===== config.mk =====
export PLATFORM = sky130hd
export DESIGN_NAME = twm_master
export DESIGN_NICKNAME = d
export VERILOG_FILES = /design/src/rtl/twm_pkg.sv /design/src/rtl/twm_ctrl.sv /design/src/rtl/twm_dp.sv /design/src/rtl/twm_master.sv
export SDC_FILE = /design/constraint.sdc
export NUM_CORES = 1
export LEC_CHECK = 0
export ABC_AREA = 0
export CORE_ASPECT_RATIO = 0.9
export CORE_MARGIN = 8
export CORE_UTILIZATION = 45
export DETAILED_ROUTE_END_ITERATION = 8
export GPL_TIMING_DRIVEN = 1
export HOLD_SLACK_MARGIN = 0.12
export PLACE_DENSITY = 0.73
export SYNTH_ARGS = -nofsm -noshare
export SYNTH_HDL_FRONTEND = slang
export SYNTH_SLANG_ARGS = --single-unit

===== constraint.sdc =====
create_clock -name clk -period 1.7 [get_ports clk]
set_input_delay 0.425 -clock clk [delete_from_list [all_inputs] [get_ports clk]]
set_output_delay 0.425 -clock clk [all_outputs]
set_load 0.02 [all_outputs]

===== src/rtl/twm_pkg.sv =====
package twm_pkg;

  // Strobes from the sequencer to the shift datapath
  typedef struct packed {
    logic load;      // take a new frame word
    logic shiftOut;  // advance the output shifter on a falling edge
    logic capture;   // take one returned bit before a rising edge
  } twStrobe_t;

  typedef enum logic [2:0] {
    ST_IDLE,
    ST_SETUP,
    ST_HIGH,
    ST_LOW,
    ST_HOLD,
    ST_GAP
  } twState_t;

endpackage


===== src/rtl/twm_ctrl.sv =====
module twm_ctrl
  import twm_pkg::*;
#(
  parameter int HALF   = 40,
  parameter int ADDR_W = 8,
  parameter int DATA_W = 16
) (
  input  logic      clk,
  input  logic      rstN,
  input  logic      reqValid,
  input  logic      reqRw,
  output logic      reqReady,
  output logic      sclk,
  output logic      senN,
  output logic      sdoOe,
  output logic      done,
  output twStrobe_t strobe
);

  localparam int FRAME_BITS = ADDR_W + 1 + DATA_W;
  localparam int RISES_RD   = FRAME_BITS + 1;
  localparam int CNT_W      = $clog2(RISES_RD + 1);
  localparam int DIV_W      = $clog2(HALF + 1);
  localparam logic [CNT_W-1:0] LAST_WR  = CNT_W'(FRAME_BITS);
  localparam logic [CNT_W-1:0] LAST_RD  = CNT_W'(RISES_RD);
  localparam logic [CNT_W-1:0] TURN_AT  = CNT_W'(ADDR_W + 1);
  localparam logic [CNT_W-1:0] CAP_FROM = CNT_W'(ADDR_W + 2);
  localparam logic [DIV_W-1:0] DIV_END  = DIV_W'(HALF - 1);

  twState_t         state;
  logic [DIV_W-1:0] divCnt;
  logic [CNT_W-1:0] bitCnt;
  logic             isRead;
  logic             gapHalf;
  logic             sclkQ;
  logic             senQ;
  logic             oeQ;
  logic             doneQ;
  logic             tick;
  logic [CNT_W-1:0] lastRise;

  assign tick     = (divCnt == DIV_END);
  assign lastRise = isRead ? LAST_RD : LAST_WR;

  always_ff @(posedge clk) begin
    if (!rstN) begin
      state   <= ST_GAP;
      divCnt  <= '0;
      bitCnt  <= '0;
      isRead  <= 1'b0;
      gapHalf <= 1'b0;
      sclkQ   <= 1'b0;
      senQ    <= 1'b1;
      oeQ     <= 1'b0;
      doneQ   <= 1'b0;
    end else begin
      doneQ <= 1'b0;
      if (state == ST_IDLE) begin
        divCnt <= '0;
        if (reqValid) begin
          state  <= ST_SETUP;
          isRead <= reqRw;
          bitCnt <= '0;
          senQ   <= 1'b0;
          oeQ    <= 1'b1;
        end
      end else begin
        divCnt <= tick ? '0 : divCnt + DIV_W'(1);
        if (tick) begin
          unique case (state)
            ST_SETUP, ST_LOW: begin
              sclkQ  <= 1'b1;
              bitCnt <= bitCnt + CNT_W'(1);
              state  <= ST_HIGH;
            end
            ST_HIGH: begin
              sclkQ <= 1'b0;
              if (bitCnt == lastRise) state <= ST_HOLD;
              else                    state <= ST_LOW;
              if (isRead && bitCnt == TURN_AT) oeQ <= 1'b0;
            end
            ST_HOLD: begin
              senQ    <= 1'b1;
              oeQ     <= 1'b0;
              doneQ   <= 1'b1;
              gapHalf <= 1'b0;
              state   <= ST_GAP;
            end
            ST_GAP: begin
              if (gapHalf) state <= ST_IDLE;
              gapHalf <= 1'b1;
            end
            default: state <= ST_GAP;
          endcase
        end
      end
    end
  end

  always_comb begin
    strobe.load     = (state == ST_IDLE) && reqValid;
    strobe.shiftOut = (state == ST_HIGH) && tick && (bitCnt != lastRise);
    strobe.capture  = (state == ST_LOW) && tick && isRead && (bitCnt >= CAP_FROM);
  end

  assign reqReady = (state == ST_IDLE);
  assign sclk     = sclkQ;
  assign senN     = senQ;
  assign sdoOe    = oeQ;
  assign done     = doneQ;

  // Run-length tracker for the half-period check
  logic             prevSclk;
  logic [DIV_W:0]   runLen;

  always_ff @(posedge clk) begin
    if (!rstN) begin
      prevSclk <= 1'b0;
      runLen   <= '0;
    end else begin
      prevSclk <= sclkQ;
      if (sclkQ != prevSclk)             runLen <= (DIV_W+1)'(1);
      else if (runLen < (DIV_W+1)'(HALF)) runLen <= runLen + (DIV_W+1)'(1);
    end
  end


  sclk_gated_chk: assert property (@(posedge clk) disable iff (!rstN)
    ($rose(sclkQ) || $fell(sclkQ)) |-> !senQ);


  idle_low_chk: assert property (@(posedge clk) disable iff (!rstN)
    senQ |-> !sclkQ);


  oe_in_frame_chk: assert property (@(posedge clk) disable iff (!rstN)
    oeQ |-> !senQ);


  half_width_chk: assert property (@(posedge clk) disable iff (!rstN)
    (sclkQ != prevSclk) |-> (runLen >= (DIV_W+1)'(HALF)));


  done_pulse_chk: assert property (@(posedge clk) disable iff (!rstN)
    doneQ |=> !doneQ);


  ready_idle_chk: assert property (@(posedge clk) disable iff (!rstN)
    (state == ST_IDLE) |-> (senQ && !sclkQ && !oeQ));

endmodule


===== src/rtl/twm_dp.sv =====
module twm_dp
  import twm_pkg::*;
#(
  parameter int ADDR_W = 8,
  parameter int DATA_W = 16,
  parameter int RW_POS = 3
) (
  input  logic              clk,
  input  logic              rstN,
  input  twStrobe_t         strobe,
  input  logic [ADDR_W-1:0] reqAddr,
  input  logic              reqRw,
  input  logic [DATA_W-1:0] reqWdata,
  input  logic              sdi,
  output logic              sdo,
  output logic [DATA_W-1:0] rdata
);

  localparam int FRAME_BITS = ADDR_W + 1 + DATA_W;
  localparam int LOW_W      = ADDR_W - RW_POS;

  logic [FRAME_BITS-1:0] frameWord;
  logic [FRAME_BITS-1:0] outShift;
  logic [DATA_W-1:0]     inShift;

  assign frameWord = {reqAddr[ADDR_W-1 -: RW_POS], reqRw, reqAddr[LOW_W-1:0], reqWdata};

  always_ff @(posedge clk) begin
    if (!rstN) begin
      outShift <= '0;
      inShift  <= '0;
    end else begin
      if (strobe.load)
        outShift <= frameWord;
      else if (strobe.shiftOut)
        outShift <= {outShift[FRAME_BITS-2:0], 1'b0};
      if (strobe.capture)
        inShift <= {inShift[DATA_W-2:0], sdi};
    end
  end

  assign sdo   = outShift[FRAME_BITS-1];
  assign rdata = inShift;


  strobe_excl_chk: assert property (@(posedge clk) disable iff (!rstN)
    $onehot0({strobe.load, strobe.shiftOut, strobe.capture}));


  rdata_hold_chk: assert property (@(posedge clk) disable iff (!rstN)
    !strobe.capture |=> $stable(inShift));

endmodule


===== src/rtl/twm_master.sv =====
module twm_master
  import twm_pkg::*;
#(
  parameter int CLK_NS      = 5,
  parameter int MIN_HALF_NS = 200,
  parameter int HALF_DIV    = 40,
  parameter int ADDR_W      = 8,
  parameter int DATA_W      = 16,
  parameter int RW_POS      = 3
) (
  input  logic              clk,
  input  logic              rstN,
  input  logic              reqValid,
  output logic              reqReady,
  input  logic [ADDR_W-1:0] reqAddr,
  input  logic              reqRw,
  input  logic [DATA_W-1:0] reqWdata,
  output logic              done,
  output logic [DATA_W-1:0] rdata,
  output logic              sclk,
  output logic              senN,
  output logic              sdioOut,
  output logic              sdioOe,
  input  logic              sdioIn
);

  localparam int MIN_DIV = (MIN_HALF_NS + CLK_NS - 1) / CLK_NS;
  localparam int HALF    = (HALF_DIV < MIN_DIV) ? MIN_DIV : HALF_DIV;

  twStrobe_t strobe;
  logic      sdo;

  twm_ctrl #(
    .HALF   (HALF),
    .ADDR_W (ADDR_W),
    .DATA_W (DATA_W)
  ) u_ctrl (
    .clk      (clk),
    .rstN     (rstN),
    .reqValid (reqValid),
    .reqRw    (reqRw),
    .reqReady (reqReady),
    .sclk     (sclk),
    .senN     (senN),
    .sdoOe    (sdioOe),
    .done     (done),
    .strobe   (strobe)
  );

  twm_dp #(
    .ADDR_W (ADDR_W),
    .DATA_W (DATA_W),
    .RW_POS (RW_POS)
  ) u_dp (
    .clk      (clk),
    .rstN     (rstN),
    .strobe   (strobe),
    .reqAddr  (reqAddr),
    .reqRw    (reqRw),
    .reqWdata (reqWdata),
    .sdi      (sdioIn),
    .sdo      (sdo),
    .rdata    (rdata)
  );

  assign sdioOut = sdioOe ? sdo : 1'b0;


  rise_stable_chk: assert property (@(posedge clk) disable iff (!rstN)
    $rose(sclk) |-> $stable(sdioOut));


  accept_enable_chk: assert property (@(posedge clk) disable iff (!rstN)
    (reqValid && reqReady) |=> (!senN && sdioOe));

endmodule


==> results of run 1 <==
worst register-to-register path, cell delays in order (launching register included):
cell and delay (ns):
dfxtp_1 0.31, buf_4 0.17, or4b_4 0.56, buf_6 0.19, o21ai_0 0.25, a211oi_2 0.06
cells by family (layout without fill, tap and decap cells):
kind of cell | Yosys count | count (layout) | share of synthesized area
compound gates | 71 | 71 | 0.171
xor+xnor | 7 | 7 | 0.0215
fa+ha+maj | 4 | 4 | 0.0176
buf+inv | 32 | 109 | 0.0549
flops | 61 | 61 | 0.429
mux | 18 | 18 | 0.0637
simple gates | 127 | 127 | 0.243
power by group through the flow:
stage / registers (W) / logic, W / clock network, W
after floorplan: 0.00147 / 0.0000426 / 0
after global placement: 0.00147 / 0.000133 / 0
after detailed placement: 0.00147 / 0.000134 / 0
after CTS: 0.00144 / 0.000135 / 0.00118
after global routing: 0.00144 / 0.000148 / 0.00124
final: 0.00144 / 0.000136 / 0.00114
worst paths after layout:
check	to	slack (ns)	depth (start not counted)
worst max-delay path	u_dp.outShift[5]	-0.00001	5
worst min-delay path	u_dp.rdata[15]	0.46	2
worst max register to register	u_dp.outShift[5]	0.03	5
worst min register to register	u_dp.rdata[15]	0.46	2
registers in the layout, indices dropped and copies added, names as in the netlist:
signal	count
u_ctrl.bitCnt	5
u_ctrl.divCnt	6
u_ctrl.done	1
u_ctrl.gapHalf	1
u_ctrl.isRead	1
u_ctrl.sclk	1
u_ctrl.sdoOe	1
u_ctrl.senN	1
u_ctrl.state	3
u_dp.outShift	25
u_dp.rdata	16
per-layer routing:
metal  up-vias  global-route usage  wire length [µm]
li1       1309                   -                 -
met1      1188               0.188              3180
met2        62               0.226              3200
met3        10              0.0549               406
met4         0              0.0668               114
met5         -                   0                 0
through the flow:
stage | worst slack [ns] | power (W)
3_3_place_gp | -0.329 | 0.00160
2_1_floorplan | -0.0000109 | 0.00151
5_1_grt | -0.0859 | 0.00283
3_5_place_dp | -0.386 | 0.00160
6_report | -0.0000147 | 0.00271
4_1_cts | 0.00280 | 0.00275
placed cells by master, fill, tap and decap left out, drive strengths merged, types with 3 or more instances in the layout:
master / n
dfxtp: 61
ha: 4
dlygate4sd2: 20
inv: 4
o21ai: 26
nand2b: 3
buf: 39
or3: 3
o31ai: 3
nor2: 40
clkdlybuf4s50: 28
clkinv: 5
nand4: 3
a21oi: 10
and2: 5
nor4: 25
mux2i: 17
nand3: 4
nand2: 28
a211oi: 23
clkbuf: 12
xor2: 5
nor2b: 3
timing repair:
action,CTS,global route
gates cloned,0,1
buffers inserted,0,2
resized for setup,29,28
pin swaps,0,5
setup endpoints to repair,35,45
cell type report:
| class | count | area share |
|---|---|---|
| multi-input cells | 227 | 0.392 |
| flip-flops and latches | 61 | 0.308 |
| repair buffers | 89 | 0.223 |
| clock buffers | 11 | 0.0381 |
| well taps | 87 | 0.0274 |
| clock inverters | 4 | 0.00597 |
| inverters | 5 | 0.00535 |
==> results.py, run 1 <==
metrics = {
    "floorplanning": {
        "die_h_um": 91.5,
        "initial_utilization": 0.466,
        "ios": 51,
        "coreArea_mm2": 0.00611,
        "die_w_um": 99.9,
        "die_area_mm2": 0.00914,
        "num_rows": 27,
    },
    "sta": {
        "min_period_ns": 1.70,
        "rsz0062_at_grt": "true",
        "clock_skew_ns": 0.0102,
        "whs_ns": 0.460,
        "max_clock_freq_mhz": 588,
        "setup_viol": 1,
        "drv_slew": 0,
        "worstMarginPinSlew_ns": 0.449,
        "setup-tns-final_ns": -0.0000147,
        "finalHoldViolCount": 0,
        "timing.slew.headroom": 0.698,
        "period_share": 1.00,
        "setup_ws_ns": -0.0000147,
    },
    "global_route": {
        "grt_max_degree": 32,
        "grt_pass1_vias": 2349,
        "grt_pass1_wl_mm": 11.2,
        "grt_use_total": 0.151,
        "antenna_found_initial": 0,
        "overflow": 0,
    },
    "cts": {
        "tritoncts": "yes",
        "cts_made_buffers": 9,
        "cts_hold_buf": 0,
        "clk_pin_slew_ns": 0.07,
        "clk_latency_ns": 0.34,
        "clkSinkCount": 61,
        "h-tree-depth": 3,
        "clock_tree.buffer_depth": 2,
        "clock-root-buffer": "clkbuf_8",
    },
    "drt": {
        "wl_per_cell_um": 14.3,
        "routed_wl_mm": 6.90,
        "drc": 0,
        "via_per_inst": 5.31,
        "drtAntennaViolNets": 0,
        "firstDrtPassIters": 4,
        "vias": 2569,
        "drtIter0Drc": 110,
    },
    "power_and_ir_drop": {
        "clkPwrFrac": 0.420,
        "p_per_area_mw_per_mm2": 682,
        "peakVddDrop_mv": 0.550,
        "seqPwrFrac": 0.530,
        "p_int_w": 0.00211,
        "comb_power_share": 0.050,
        "swShare": 0.222,
        "switching_power_w": 0.000602,
        "leakage_nw": 1.50,
    },
    "critical_path": {
        "crit_path_end_kind": "flop",
        "critPathLaunchType": "input port",
        "timing.rr.start": "u_ctrl.state[2]",
        "required_ns": 1.92,
        "path_delay_family": "buffers and inverters",
        "path_class": "in -> reg",
        "crit_buf_inv": 2,
        "slowest_delay_ns": 0.49,
        "crit_start": "reqValid",
        "critical_path_arrival_ns": 1.92,
        "critPathSlowestCell": "clkdlybuf4s50_1",
        "path_cells": "clkdlybuf4s50_1 > or4b_4 > buf_6 > o21ai_0 > a211oi_2",
        "crit_fanout": 26,
    },
    "final_layout": {
        "fin_util": 0.651,
        "fill_cells": 501,
        "stdcell_area_mm2": 0.00398,
        "multi_input_area_mm2": 0.00156,
        "diodes": 0,
        "synthToLayoutAreaGrowth_pct": 39.7,
        "seq_area_mm2": 0.00122,
        "fin_nets": 426,
        "drive_above_1_share": 0.224,
        "fin_cells": 484,
    },
    "worst_hold_path": {
        "worstHoldStart": "u_dp.rdata[15]",
        "hold_path_class": "reg -> reg",
    },
    "placement": {
        "place_area_mm2": 0.00369,
        "hpwl_mm": 4.83,
        "place_congestion": 0.914,
        "dp_cells": 466,
        "port_buffers": 50,
    },
    "synth": {
        "ys.flop_type": "dfxtp_1",
        "netlist_instances": 320,
        "yosysMostFrequentCell": "dfxtp_1",
        "syn_avg_cell_area_um2": 8.90,
        "yosysSeqAreaShare": 0.429,
        "yosys_warnings": 0,
        "synth_top_area_cell": "dfxtp_1",
        "synth_edf_count": 0,
        "synthArstFlopShare": 0,
        "syn-num-nets": 353,
        "synth_top_area_share": 0.429,
        "synth.area.top_cells": "dfxtp_1 43%, mux2i_1 6.0%, nor4_1 5.5%",
        "ys_types": 49,
        "synthTopCellsByCount": "61 x dfxtp_1, 40 x nor2_1, 27 x nand2_1",
        "ys_ff_latch": 61,
        "syn-cell-area_mm2": 0.00285,
    },
    "status": {
        "violations": "negative setup slack",
        "status": "finished, violations left",
    },
    "run": {
        "cap_viol_max_count": 0,
    },
}
Note: power is estimated with default switching activity, not from simulation.
==> run 2: changes to the inputs <==
Settings changed: GPL_ROUTABILITY_DRIVEN from default to 0.
==> results of run 2 <==
The final DEF is identical to that of run 1; final timing and power are the same.
